## config.mk

```make
export PLATFORM = sky130hd
export DESIGN_NAME = frag_tx
export DESIGN_NICKNAME = d
export VERILOG_FILES = /design/src/rtl/frag_tx_pkg.sv /design/src/rtl/frag_tx_sizer.sv /design/src/rtl/frag_tx_packer.sv /design/src/rtl/frag_tx_timer.sv /design/src/rtl/frag_tx.sv
export SDC_FILE = /design/constraint.sdc
export NUM_CORES = 1
export LEC_CHECK = 0
export ABC_CLOCK_PERIOD_IN_PS = 3850
export CAP_MARGIN = 20
export CORE_ASPECT_RATIO = 1.2
export CORE_UTILIZATION = 34
export DETAILED_ROUTE_END_ITERATION = 16
export GPL_TIMING_DRIVEN = 1
export PLACE_DENSITY = 0.68
export SETUP_SLACK_MARGIN = 0.15
export SYNTH_ARGS = -nofsm -noshare
export SYNTH_HDL_FRONTEND = slang
export SYNTH_SLANG_ARGS = --single-unit
```

## constraint.sdc

```tcl
create_clock -name clk -period 3.85 [get_ports clk]
set_clock_uncertainty 0.15 [all_clocks]
set_input_delay 0.385 -clock clk [delete_from_list [all_inputs] [get_ports clk]]
set_output_delay 0.385 -clock clk [all_outputs]
set_load 0.005 [all_outputs]
```

## src/rtl/frag_tx_pkg.sv

```systemverilog
package frag_tx_pkg;

  localparam int HDR_LEN_LSB  = 16;
  localparam int HDR_LEN_BITS = 9;
  localparam int HDR_LEN_CAP  = (1 << HDR_LEN_BITS) - 1;
  localparam int SLOT_BYTES   = 4;

  typedef enum logic [2:0] {
    ST_IDLE,
    ST_RDY,
    ST_HSPACE,
    ST_HWR,
    ST_PSPACE,
    ST_PACK,
    ST_PWR,
    ST_BELL
  } tx_state_e;

  // Header word: last flag, payload length, host, client.
  function automatic logic [31:0] hdr_pack(input logic last,
                                           input logic [HDR_LEN_BITS-1:0] len,
                                           input logic [7:0] host,
                                           input logic [7:0] client);
    hdr_pack = {last, 6'b0, len, host, client};
  endfunction

  // Slots needed to carry len payload bytes.
  function automatic int unsigned slots_for(input int unsigned len);
    slots_for = (len + SLOT_BYTES - 1) / SLOT_BYTES;
  endfunction

  // Largest payload per fragment: one slot kept for the header.
  function automatic int unsigned max_payload(input int unsigned depth);
    int unsigned cap;
    cap = depth * SLOT_BYTES;
    if (cap > HDR_LEN_CAP) cap = HDR_LEN_CAP;
    max_payload = (cap > SLOT_BYTES) ? cap - SLOT_BYTES : 0;
  endfunction

endpackage

```

## src/rtl/frag_tx_sizer.sv

```systemverilog
module frag_tx_sizer
  import frag_tx_pkg::*;
#(
  parameter int LEN_W  = 16,
  parameter int SLOT_W = 8
) (
  input  logic [LEN_W-1:0]        remaining,
  input  logic [SLOT_W-1:0]       depth,
  input  logic [7:0]              host,
  input  logic [7:0]              client,
  output logic [HDR_LEN_BITS-1:0] frag_len,
  output logic [SLOT_W-1:0]       frag_slots,
  output logic [31:0]             header
);
  int unsigned max_pl;
  int unsigned rem_i;
  int unsigned len_i;
  logic        last;

  always_comb begin
    max_pl = max_payload(32'(depth));
    rem_i  = 32'(remaining);
    last   = (rem_i <= max_pl);
    len_i  = last ? rem_i : max_pl;
    frag_len   = HDR_LEN_BITS'(len_i);
    frag_slots = SLOT_W'(slots_for(len_i));
    header     = hdr_pack(last, frag_len, host, client);
  end
endmodule

```

## src/rtl/frag_tx_packer.sv

```systemverilog
module frag_tx_packer #(
  parameter int LANES = 4
) (
  input  logic                     clk,
  input  logic                     rst_n,
  input  logic                     clear,
  input  logic                     load,
  input  logic [$clog2(LANES)-1:0] lane,
  input  logic [7:0]               byte_in,
  output logic [8*LANES-1:0]       word
);
  for (genvar g = 0; g < LANES; g++) begin : g_lane
    logic [7:0] lane_q;
    always_ff @(posedge clk) begin
      if (!rst_n || clear)
        lane_q <= '0;
      else if (load && lane == g)
        lane_q <= byte_in;
    end
    assign word[8*g +: 8] = lane_q;
  end
endmodule

```

## src/rtl/frag_tx_timer.sv

```systemverilog
module frag_tx_timer #(
  parameter int TIMEOUT = 64
) (
  input  logic clk,
  input  logic rst_n,
  input  logic run,
  output logic expired
);
  localparam int CNT_W = (TIMEOUT > 1) ? $clog2(TIMEOUT) : 1;
  logic [CNT_W-1:0] cnt;

  assign expired = run && (cnt == CNT_W'(TIMEOUT - 1));

  always_ff @(posedge clk) begin
    if (!rst_n || !run || expired)
      cnt <= '0;
    else
      cnt <= cnt + 1'b1;
  end
endmodule

```

## src/rtl/frag_tx.sv

```systemverilog
module frag_tx
  import frag_tx_pkg::*;
#(
  parameter int LEN_W     = 16,
  parameter int SLOT_W    = 8,
  parameter int TIMEOUT   = 64,
  parameter int MAX_TRIES = 5
) (
  input  logic              clk,
  input  logic              rst_n,
  input  logic              start,
  input  logic [LEN_W-1:0]  msg_len,
  input  logic [7:0]        host_addr,
  input  logic [7:0]        client_addr,
  output logic              busy,
  output logic              done,
  output logic              error,
  output logic [LEN_W-1:0]  byte_addr,
  input  logic [7:0]        byte_data,
  input  logic [SLOT_W-1:0] slot_free,
  input  logic [SLOT_W-1:0] slot_depth,
  output logic              slot_wr,
  output logic [31:0]       slot_word,
  output logic              doorbell,
  input  logic              remote_ready
);
  localparam int TRY_W  = (MAX_TRIES > 1) ? $clog2(MAX_TRIES) : 1;
  localparam int LANE_W = $clog2(SLOT_BYTES);

  tx_state_e              state;
  logic [LEN_W-1:0]       len_q, addr_q, remaining_q;
  logic [7:0]             host_q, client_q;
  logic [HDR_LEN_BITS-1:0] frag_left_q;
  logic [LANE_W-1:0]      lane_q;
  logic [31:0]            hdr_q;
  logic [SLOT_W-1:0]      need_q;
  logic [TRY_W-1:0]       tries_q;
  logic                   done_q, err_q;

  logic [HDR_LEN_BITS-1:0] sz_len;
  logic [SLOT_W-1:0]       sz_slots;
  logic [31:0]             sz_hdr;
  logic [31:0]             pack_word;
  logic                    wait_run, wait_expired;

  // Named internal events, used by the checker.
  logic ev_hdr_wr, ev_pl_wr, ev_fail, ev_last_try, ev_accept, ev_reject;

  assign ev_hdr_wr   = (state == ST_HWR);
  assign ev_pl_wr    = (state == ST_PWR);
  assign ev_last_try = (tries_q == TRY_W'(MAX_TRIES - 1));
  assign ev_accept   = (state == ST_IDLE) && start && (msg_len != '0) && (slot_depth >= SLOT_W'(2));
  assign ev_reject   = (state == ST_IDLE) && start && !ev_accept;
  assign ev_fail     = wait_expired || ((state == ST_BELL) && !remote_ready);

  assign wait_run = ((state == ST_RDY)    && !remote_ready) ||
                    ((state == ST_HSPACE) && (slot_free == '0)) ||
                    ((state == ST_PSPACE) && (slot_free < need_q));

  frag_tx_sizer #(.LEN_W(LEN_W), .SLOT_W(SLOT_W)) u_sizer (
    .remaining  (remaining_q),
    .depth      (slot_depth),
    .host       (host_q),
    .client     (client_q),
    .frag_len   (sz_len),
    .frag_slots (sz_slots),
    .header     (sz_hdr)
  );

  frag_tx_packer #(.LANES(SLOT_BYTES)) u_packer (
    .clk     (clk),
    .rst_n   (rst_n),
    .clear   (ev_pl_wr || ev_fail),
    .load    (state == ST_PACK),
    .lane    (lane_q),
    .byte_in (byte_data),
    .word    (pack_word)
  );

  frag_tx_timer #(.TIMEOUT(TIMEOUT)) u_timer (
    .clk     (clk),
    .rst_n   (rst_n),
    .run     (wait_run),
    .expired (wait_expired)
  );

  always_ff @(posedge clk) begin
    if (!rst_n) begin
      state       <= ST_IDLE;
      len_q       <= '0;
      addr_q      <= '0;
      remaining_q <= '0;
      host_q      <= '0;
      client_q    <= '0;
      frag_left_q <= '0;
      lane_q      <= '0;
      hdr_q       <= '0;
      need_q      <= '0;
      tries_q     <= '0;
      done_q      <= 1'b0;
      err_q       <= 1'b0;
    end else begin
      done_q <= 1'b0;
      err_q  <= 1'b0;
      if (ev_fail) begin
        if (ev_last_try) begin
          state <= ST_IDLE;
          err_q <= 1'b1;
        end else begin
          tries_q     <= tries_q + 1'b1;
          state       <= ST_RDY;
          addr_q      <= '0;
          remaining_q <= len_q;
          lane_q      <= '0;
        end
      end else begin
        unique case (state)
          ST_IDLE: begin
            if (ev_reject) err_q <= 1'b1;
            if (ev_accept) begin
              len_q       <= msg_len;
              remaining_q <= msg_len;
              host_q      <= host_addr;
              client_q    <= client_addr;
              addr_q      <= '0;
              lane_q      <= '0;
              tries_q     <= '0;
              state       <= ST_RDY;
            end
          end
          ST_RDY: if (remote_ready) state <= ST_HSPACE;
          ST_HSPACE: begin
            if (slot_free != '0) begin
              hdr_q       <= sz_hdr;
              frag_left_q <= sz_len;
              need_q      <= sz_slots;
              state       <= ST_HWR;
            end
          end
          ST_HWR: state <= ST_PSPACE;
          ST_PSPACE: if (slot_free >= need_q) state <= ST_PACK;
          ST_PACK: begin
            addr_q      <= addr_q + 1'b1;
            remaining_q <= remaining_q - 1'b1;
            frag_left_q <= frag_left_q - 1'b1;
            lane_q      <= lane_q + 1'b1;
            if (lane_q == LANE_W'(SLOT_BYTES - 1) || frag_left_q == HDR_LEN_BITS'(1))
              state <= ST_PWR;
          end
          ST_PWR: begin
            lane_q <= '0;
            state  <= (frag_left_q == '0) ? ST_BELL : ST_PACK;
          end
          ST_BELL: begin
            if (remaining_q == '0) begin
              state  <= ST_IDLE;
              done_q <= 1'b1;
            end else begin
              state <= ST_HSPACE;
            end
          end
          default: state <= ST_IDLE;
        endcase
      end
    end
  end

  assign busy      = (state != ST_IDLE);
  assign done      = done_q;
  assign error     = err_q;
  assign byte_addr = addr_q;
  assign slot_wr   = ev_hdr_wr || ev_pl_wr;
  assign slot_word = ev_hdr_wr ? hdr_q : pack_word;
  assign doorbell  = (state == ST_BELL);
endmodule

```

; Word level (Yosys, flattened, before mapping)
; Cells that the tools add are included.
[classes]
addsub = 9
magnitude_cmp = 6
eq_ne = 20
mux = 37
bitwise_logic = 3
n_reduce_logical = 47
[op_table]
columns = cell, count
row1 = $mux 16, 6
row2 = $mux 32, 2
row3 = $pmux 16 s2, 2
row4 = $le 16x32->1, 1
row5 = $mux 3, 10
row6 = $pmux 3 s8, 1
row7 = $mux 10, 2
row8 = $pmux 9 s2, 1
row9 = $reduce_and 3->1, 6
row10 = $add 16x1->16 const B, 1
row11 = $logic_not 16->1, 1
row12 = $reduce_bool 16->1, 1
row13 = $sub 16x1->16 const B, 1
row14 = $eq 3x3->1 const B, 5
row15 = $logic_and 1x1->1, 13
row16 = $sub 10x3->11 const B, 1
row17 = $add 10x3->10 const B, 1
row18 = $gt 10x3->1 const B, 1
row19 = $gt 10x9->1 const B, 1
row20 = $mux 2, 5
row21 = $sub 10x1->10 const B, 1
row22 = $eq 9x1->1 const B, 1
row23 = $logic_not 9->1, 1
row24 = $logic_or 1x1->1, 9
row25 = other kinds (30), 48
[totals]
reg_bits = 155
inputBits = 60

; Depth between registers and ports, before layout
; Gate-level depths: netlist of run 1.
[logic_depth]
depth_word = 9
ltp_mapped = 16
mapped_depth_nobuf = 14

; Modules after synthesis
; From an unflattened synthesis of run 1, not the netlist that was laid out.
[hier_totals]
cells_unflattened = 1099
area_unflattened_um2 = 9022.4
[by_module_without_submodules]
columns = mod, instances, cells_per_inst, area_each_um2, seq_area_each_um2
row1 = frag_tx, 1, 794, 6222.2, 2462.4
row2 = frag_tx_packer, 1, 122, 1357.6, 640.6
row3 = frag_tx_sizer, 1, 157, 1202.4, 0.0
row4 = frag_tx_timer, 1, 26, 240.2, 120.1

; Worst setup path after synthesis of run 1
; No wires, ideal clock.
[synth_path]
kind = input to register
startpoint = input slot_depth[7]
endpoint = register frag_left_q[3]
setup_ns = 0.134
arrival_ns = 3.342
required_time_ns = 3.566
path_slack_ns = 0.224
stages = 13
n_path_buf = 2
cell_sequence = clkbuf_1 > nor2_1 > ha_1 > nand2_1 > nor3_1 > nand4_1 > ha_1 > nand4_1 > or4_1 > nand3_1 > buf_2 > mux2i_1 > o22ai_1
[synth_between]
elab_chain_cells = 8
elab_cells_between_ends = 9
[synth_rtl]
columns = item, line
row1 = start: declaration, frag_tx.sv:21  ; input logic [SLOT_W-1:0] slot_depth,
row2 = $gt 10x9->1, frag_tx_pkg.sv:36  ; if (cap > HDR_LEN_CAP) cap = HDR_LEN_CAP;
row3 = $mux 10 *, frag_tx_pkg.sv:36
row4 = $sub 10x3->11 / $gt 10x3->1 (equally long branches), frag_tx_pkg.sv:37  ; max_payload = (cap > SLOT_BYTES) ? cap - SLOT_BYTES : 0;
row5 = $mux 32 *, frag_tx_pkg.sv:37
row6 = $le 16x32->1, frag_tx_sizer.sv:23  ; last = (rem_i <= max_pl);
row7 = $mux 10 *, frag_tx_sizer.sv:24  ; len_i = last ? rem_i : max_pl;
row8 = $mux 9 *, frag_tx.sv:133  ; if (slot_free != '0) begin
row9 = $pmux 9 s2 *, frag_tx.sv:117  ; unique case (state)
row10 = end signal: assignment, frag_tx.sv:135  ; frag_left_q <= sz_len;
row11 = end signal: assignment, frag_tx.sv:145  ; frag_left_q <= frag_left_q - 1'b1;
row12 = end: declaration, frag_tx.sv:33  ; logic [HDR_LEN_BITS-1:0] frag_left_q;
; Every way passes the cells marked *; elsewhere a longest branch is shown, timed or not. The select of a mux whose other input is x is not followed.
; A chain may end at the register's enable or synchronous reset.

; Final worst setup path of run 1
[layout_path]
startpoint = input slot_depth[1]
endpoint = register frag_left_q[5]
; Same word-level chain as after synthesis.

==> results of run 1 <==
[Yosys cell counts, drive strengths merged, types with 4 or more instances]
master	n	area share (%)
nand4	15	1.4
nand2	204	9.6
xor2	12	1.3
o211ai	4	0.37
or4	8	0.84
nand3	33	2.0
nor4	11	1.1
inv	34	1.6
a211oi	17	1.6
a31oi	6	0.46
mux2	31	4.3
or3	7	0.54
o2111ai	4	0.65
nor3	13	0.87
clkbuf	45	2.1
nor2	61	2.8
o21ai	51	3.2
mux2i	13	1.6
dfxtp	155	38
or2	4	0.31
ha	36	5.6
a21boi	13	1.2
and3	5	0.39
buf	20	1.5
xnor2	22	2.4
and2	13	1.0
a21oi	138	8.6
[placed cells by master, fill, tap and decap left out, drive strengths merged, types with 12 or more instances in the layout]
cell / count
nand2: 204
dfxtp: 155
a21oi: 138
clkdlybuf4s50: 112
nor2: 61
o21ai: 51
inv: 46
ha: 36
nand3: 33
mux2: 31
buf: 29
xnor2: 22
a211oi: 17
clkbuf: 17
nand4: 15
mux2i: 13
nor3: 13
and2: 13
a21boi: 13
xor2: 12
[worst reg2reg max path, stage by stage, from the launching register on]
cell                        delay (ps)
sky130_fd_sc_hd__dfxtp_1           350
sky130_fd_sc_hd__inv_1              70
sky130_fd_sc_hd__ha_1              310
sky130_fd_sc_hd__a21o_1            200
sky130_fd_sc_hd__a2111oi_2         390
sky130_fd_sc_hd__a31oi_1           290
sky130_fd_sc_hd__o2111ai_4         450
sky130_fd_sc_hd__nand2_4           190
sky130_fd_sc_hd__or4_1             530
sky130_fd_sc_hd__a21oi_1           140
[state kept, by name, indices dropped and copies added (netlist names), 6 cells and up]
name	count
byte_addr	16
client_q	8
frag_left_q	9
hdr_q	26
host_q	8
len_q	16
need_q	8
remaining_q	16
u_packer.g_lane.lane_q	32
u_timer.cnt	6
[cells by family (layout without fill, tap and decap cells)]
kind of cell | count (synthesis) | in the layout
other | 1 | 1
flip-flops | 155 | 155
multiplexers | 44 | 44
adder cells (fa/ha/maj) | 36 | 36
AO/OA/AOI/OAI | 259 | 259
buffers and inverters | 100 | 208
XOR/XNOR | 34 | 34
AND/OR/NAND/NOR | 390 | 390
[metrics by stage]
| stage | std cells | area [um^2] | utilization (%) | total power (uW) |
|---|---|---|---|---|
| CTS | 1441 | 10200 | 43.7 | 5160 |
| global route | 1442 | 10200 | 43.8 | 5410 |
| floorplan | 1019 | 8090 | - | 2940 |
| detailed placement | 1409 | 9550 | 41.0 | 3380 |
| finish | 1442 | 10200 | 43.8 | 5140 |
| global placement | 1409 | 9550 | 41.0 | 3350 |
[worst paths after layout]
check / startpoint / to / slack (ps)
worst max register to register: need_q[3] / byte_addr[14] / 700
worst min register to register: u_timer.cnt[0] / u_timer.cnt[0] / 300
worst min-delay path: u_timer.cnt[0] / u_timer.cnt[0] / 300
worst max-delay path: slot_depth[1] / frag_left_q[5] / 370
[power breakdown]
part           internal, uW  switching, uW  total, uW
sequential             1770            205       1970
combinational           596            800       1400
clock                   995            775       1770
[final cells by class]
| type | instances | share of cell area [%] |
|---|---|---|
| clock buffer | 17 | 4.17 |
| clock inverter | 15 | 1.84 |
| inverter | 35 | 1.29 |
| multi-input combinational | 764 | 45.1 |
| sequential | 155 | 30.4 |
| tap | 315 | 3.87 |
| timing repair buffer | 141 | 13.3 |
[routing by layer]
layer	up-vias	share of wire (%)
met5	-	0
met3	37	4.4
li1	3742	-
met2	181	50
met4	0	2.9
met1	3553	43
[timing repair]
action,4_1_cts,5_1_grt
gates resized for setup,0,4
hold buffers,0,0
setup buffers,0,1
setup endpoints to repair,0,26
==> results.txt, run 1 <==
The synthesized area divided by synthesized cell count came out at 7.94 um^2. The worst setup path is of the primary input to flop kind. From synthesis to final layout, the design area changed by 26.0%. The total number of vias is 7,513. The total I/O pin count is 113. The clock latency at the later pin of the worst-skew pair is 430 ps.

The global router's overall resource usage came out at 18.9%. The final count of pins violating max slew is 0. The maximum number of pins on one net before global-route repair came out at 51. The proportion of synthesized area in mux cells came out at 5.92%. The warning count from the yosys run came out at 0. Across all setup checks in the final design, the least slack found is 367 ps.

The number of flip-flops and latches in the synthesized netlist is 155. TritonCTS built the clock tree. Once detailed placement completed, the half-perimeter wirelength came to 16,200 um. The global-route wire length before repair came out at 35,900 um.

The adder and majority cell fraction of the synthesized area came out at 5.57%. For this run, the post-layout net count is 1,210. Traced cell by cell, the critical path runs through clkdlybuf4s50_1, or4_4, or4_1, nand3_1, inv_1, ha_1, nand4_1, or4_4, nand3_2, buf_12, mux2_2, o21ai_0. The most numerous cell type found on the critical path is sky130_fd_sc_hd__or4_4.

The count of input and output buffers is 112. For this design the static power due to leakage is 0.00367 uW. Subtracting the final worst setup slack from the clock period gives 3480 ps. Counting every instance in the synthesized netlist gives 1,019. The clock buffer count from CTS came out at 17. In this run the clock root is driven by a sky130_fd_sc_hd__clkbuf_16. In this run the core area contains 61 standard-cell rows.

The number of cells on the worst hold path is 1. Summing the areas of all compound-gate instances in the mapped netlist gives 18.8% of the synthesized area. The worst slew margin relative to its limit came out at 50.6%. The data arrival at the endpoint of the critical path came out at 3680 ps. At the end of routability-driven placement, the weighted congestion stood at 0.898. The iteration count of the initial detailed-routing pass came out at 5.

Max-cap violations in this run came to 0. The final wirelength is 22,600 um. Once the floorplan was initialized, standard cells occupied 34.7% of the core. The maximum single-stage delay on the critical path is 560 ps. The number of cells on the worst reg-to-reg path is 9. The required time of the worst setup path came out at 4050 ps. The peak clock frequency supported by timing came out at 287 MHz. The prevailing post-synth register cell is sky130_fd_sc_hd__dfxtp_1. The total area of multi-input combinational cells is 4600 um^2.

The net count after synthesis came out at 1,115. The die height is 171 um. The layer flagged by global routing as most heavily used is met2. The XOR/XNOR share of the synthesized area is 3.68%. The logic depth of the worst setup path including buffers came out at 12. Setup repair after global routing left no endpoint under its margin. The met1 global-route usage came out at 22.5%.

The count of endpoints failing hold in the final timing report is 0. The number of failing setup endpoints in the final timing report came out at 0. The via count of the first global-routing pass is 7,067.

The initial antenna violation count is 0. For the final routed database, the setup TNS stands at 0 ps. The met2 track utilization from global routing came out at 33.1%. The met3 routing resource usage after global routing came out at 3.47%. Dividing the detail-routed wire length by the instance count gives 15.6 um. The synthesized netlist contains 67 unique library cells. The number of nets with antenna violations after routing is 0.

After detailed routing, the number of remaining DRC violations is 0. The final worst-path cycle share came out at 90.5%. The post-synthesis sequential area ratio came out at 38.4%. The measured slew at the worst slew-check pin is 742 ps.

Registers take 3100 um^2. The peak supply drop is 0.254 mV. The total standard cell area after synthesis came out at 8090 um^2. The startpoint kind of the worst setup timing path is a primary input.

The share of synthesized flip-flops with an asynchronous set or reset came out at 0%. The pre-CTS setup slack is -218 ps. The antenna diode count is 0.

The worst path buffer plus inverter count is 3. After clock tree synthesis, the clock-pin slew on the worst setup and hold paths is 70 ps. The number of H-tree branching levels is 4.

The dominant combinational cell family by area after synthesis is simple AND/OR/NAND/NOR gates. The DRC marker count from the first detailed-route iteration came out at 418. The total overflow reported by the global router is 0. The overall die width came out at 143 um. The number of enable flip-flop cells after synthesis came out at 0. The placeable core region came out at 23,300 um^2.

The share of cells above drive strength 1 came out at 10.6%. The kind of cell adding the most delay to the critical path is simple AND/OR/NAND/NOR gates. The slowest stage of the critical path is the sky130_fd_sc_hd__or4_4 cell. Summing the areas of all and, or, nand and nor instances in the mapped netlist gives 22.4% of the synthesized area. The die area is 24,400 um^2.

The total power per unit cell area is 504 nW/um^2. The worst hold-check path type is flop to flop. In this run the deepest clock path goes through 2 buffers. The routed via count divided by cell count came out at 5.21. The worst slack on hold paths came out at 297 ps. The type of destination of the critical path is a flop. The highest net fanout along the worst path came out at 13. The CTS sink count came out at 155. The run finished with clean final reports. The number of fill cells came out at 2,286.
(Power assumes the default switching activity.)
==> inputs of run 2 (changes only) <==
--- a/config.mk
+++ b/config.mk
@@ -10,6 +10,7 @@
 export CORE_ASPECT_RATIO = 1.2
 export CORE_UTILIZATION = 34
 export DETAILED_ROUTE_END_ITERATION = 16
+export GPL_ROUTABILITY_DRIVEN = 0
 export GPL_TIMING_DRIVEN = 1
 export PLACE_DENSITY = 0.68
 export SETUP_SLACK_MARGIN = 0.15
==> results of run 2 <==
No change in the layout: final DEF, timing and power equal those of run 1.
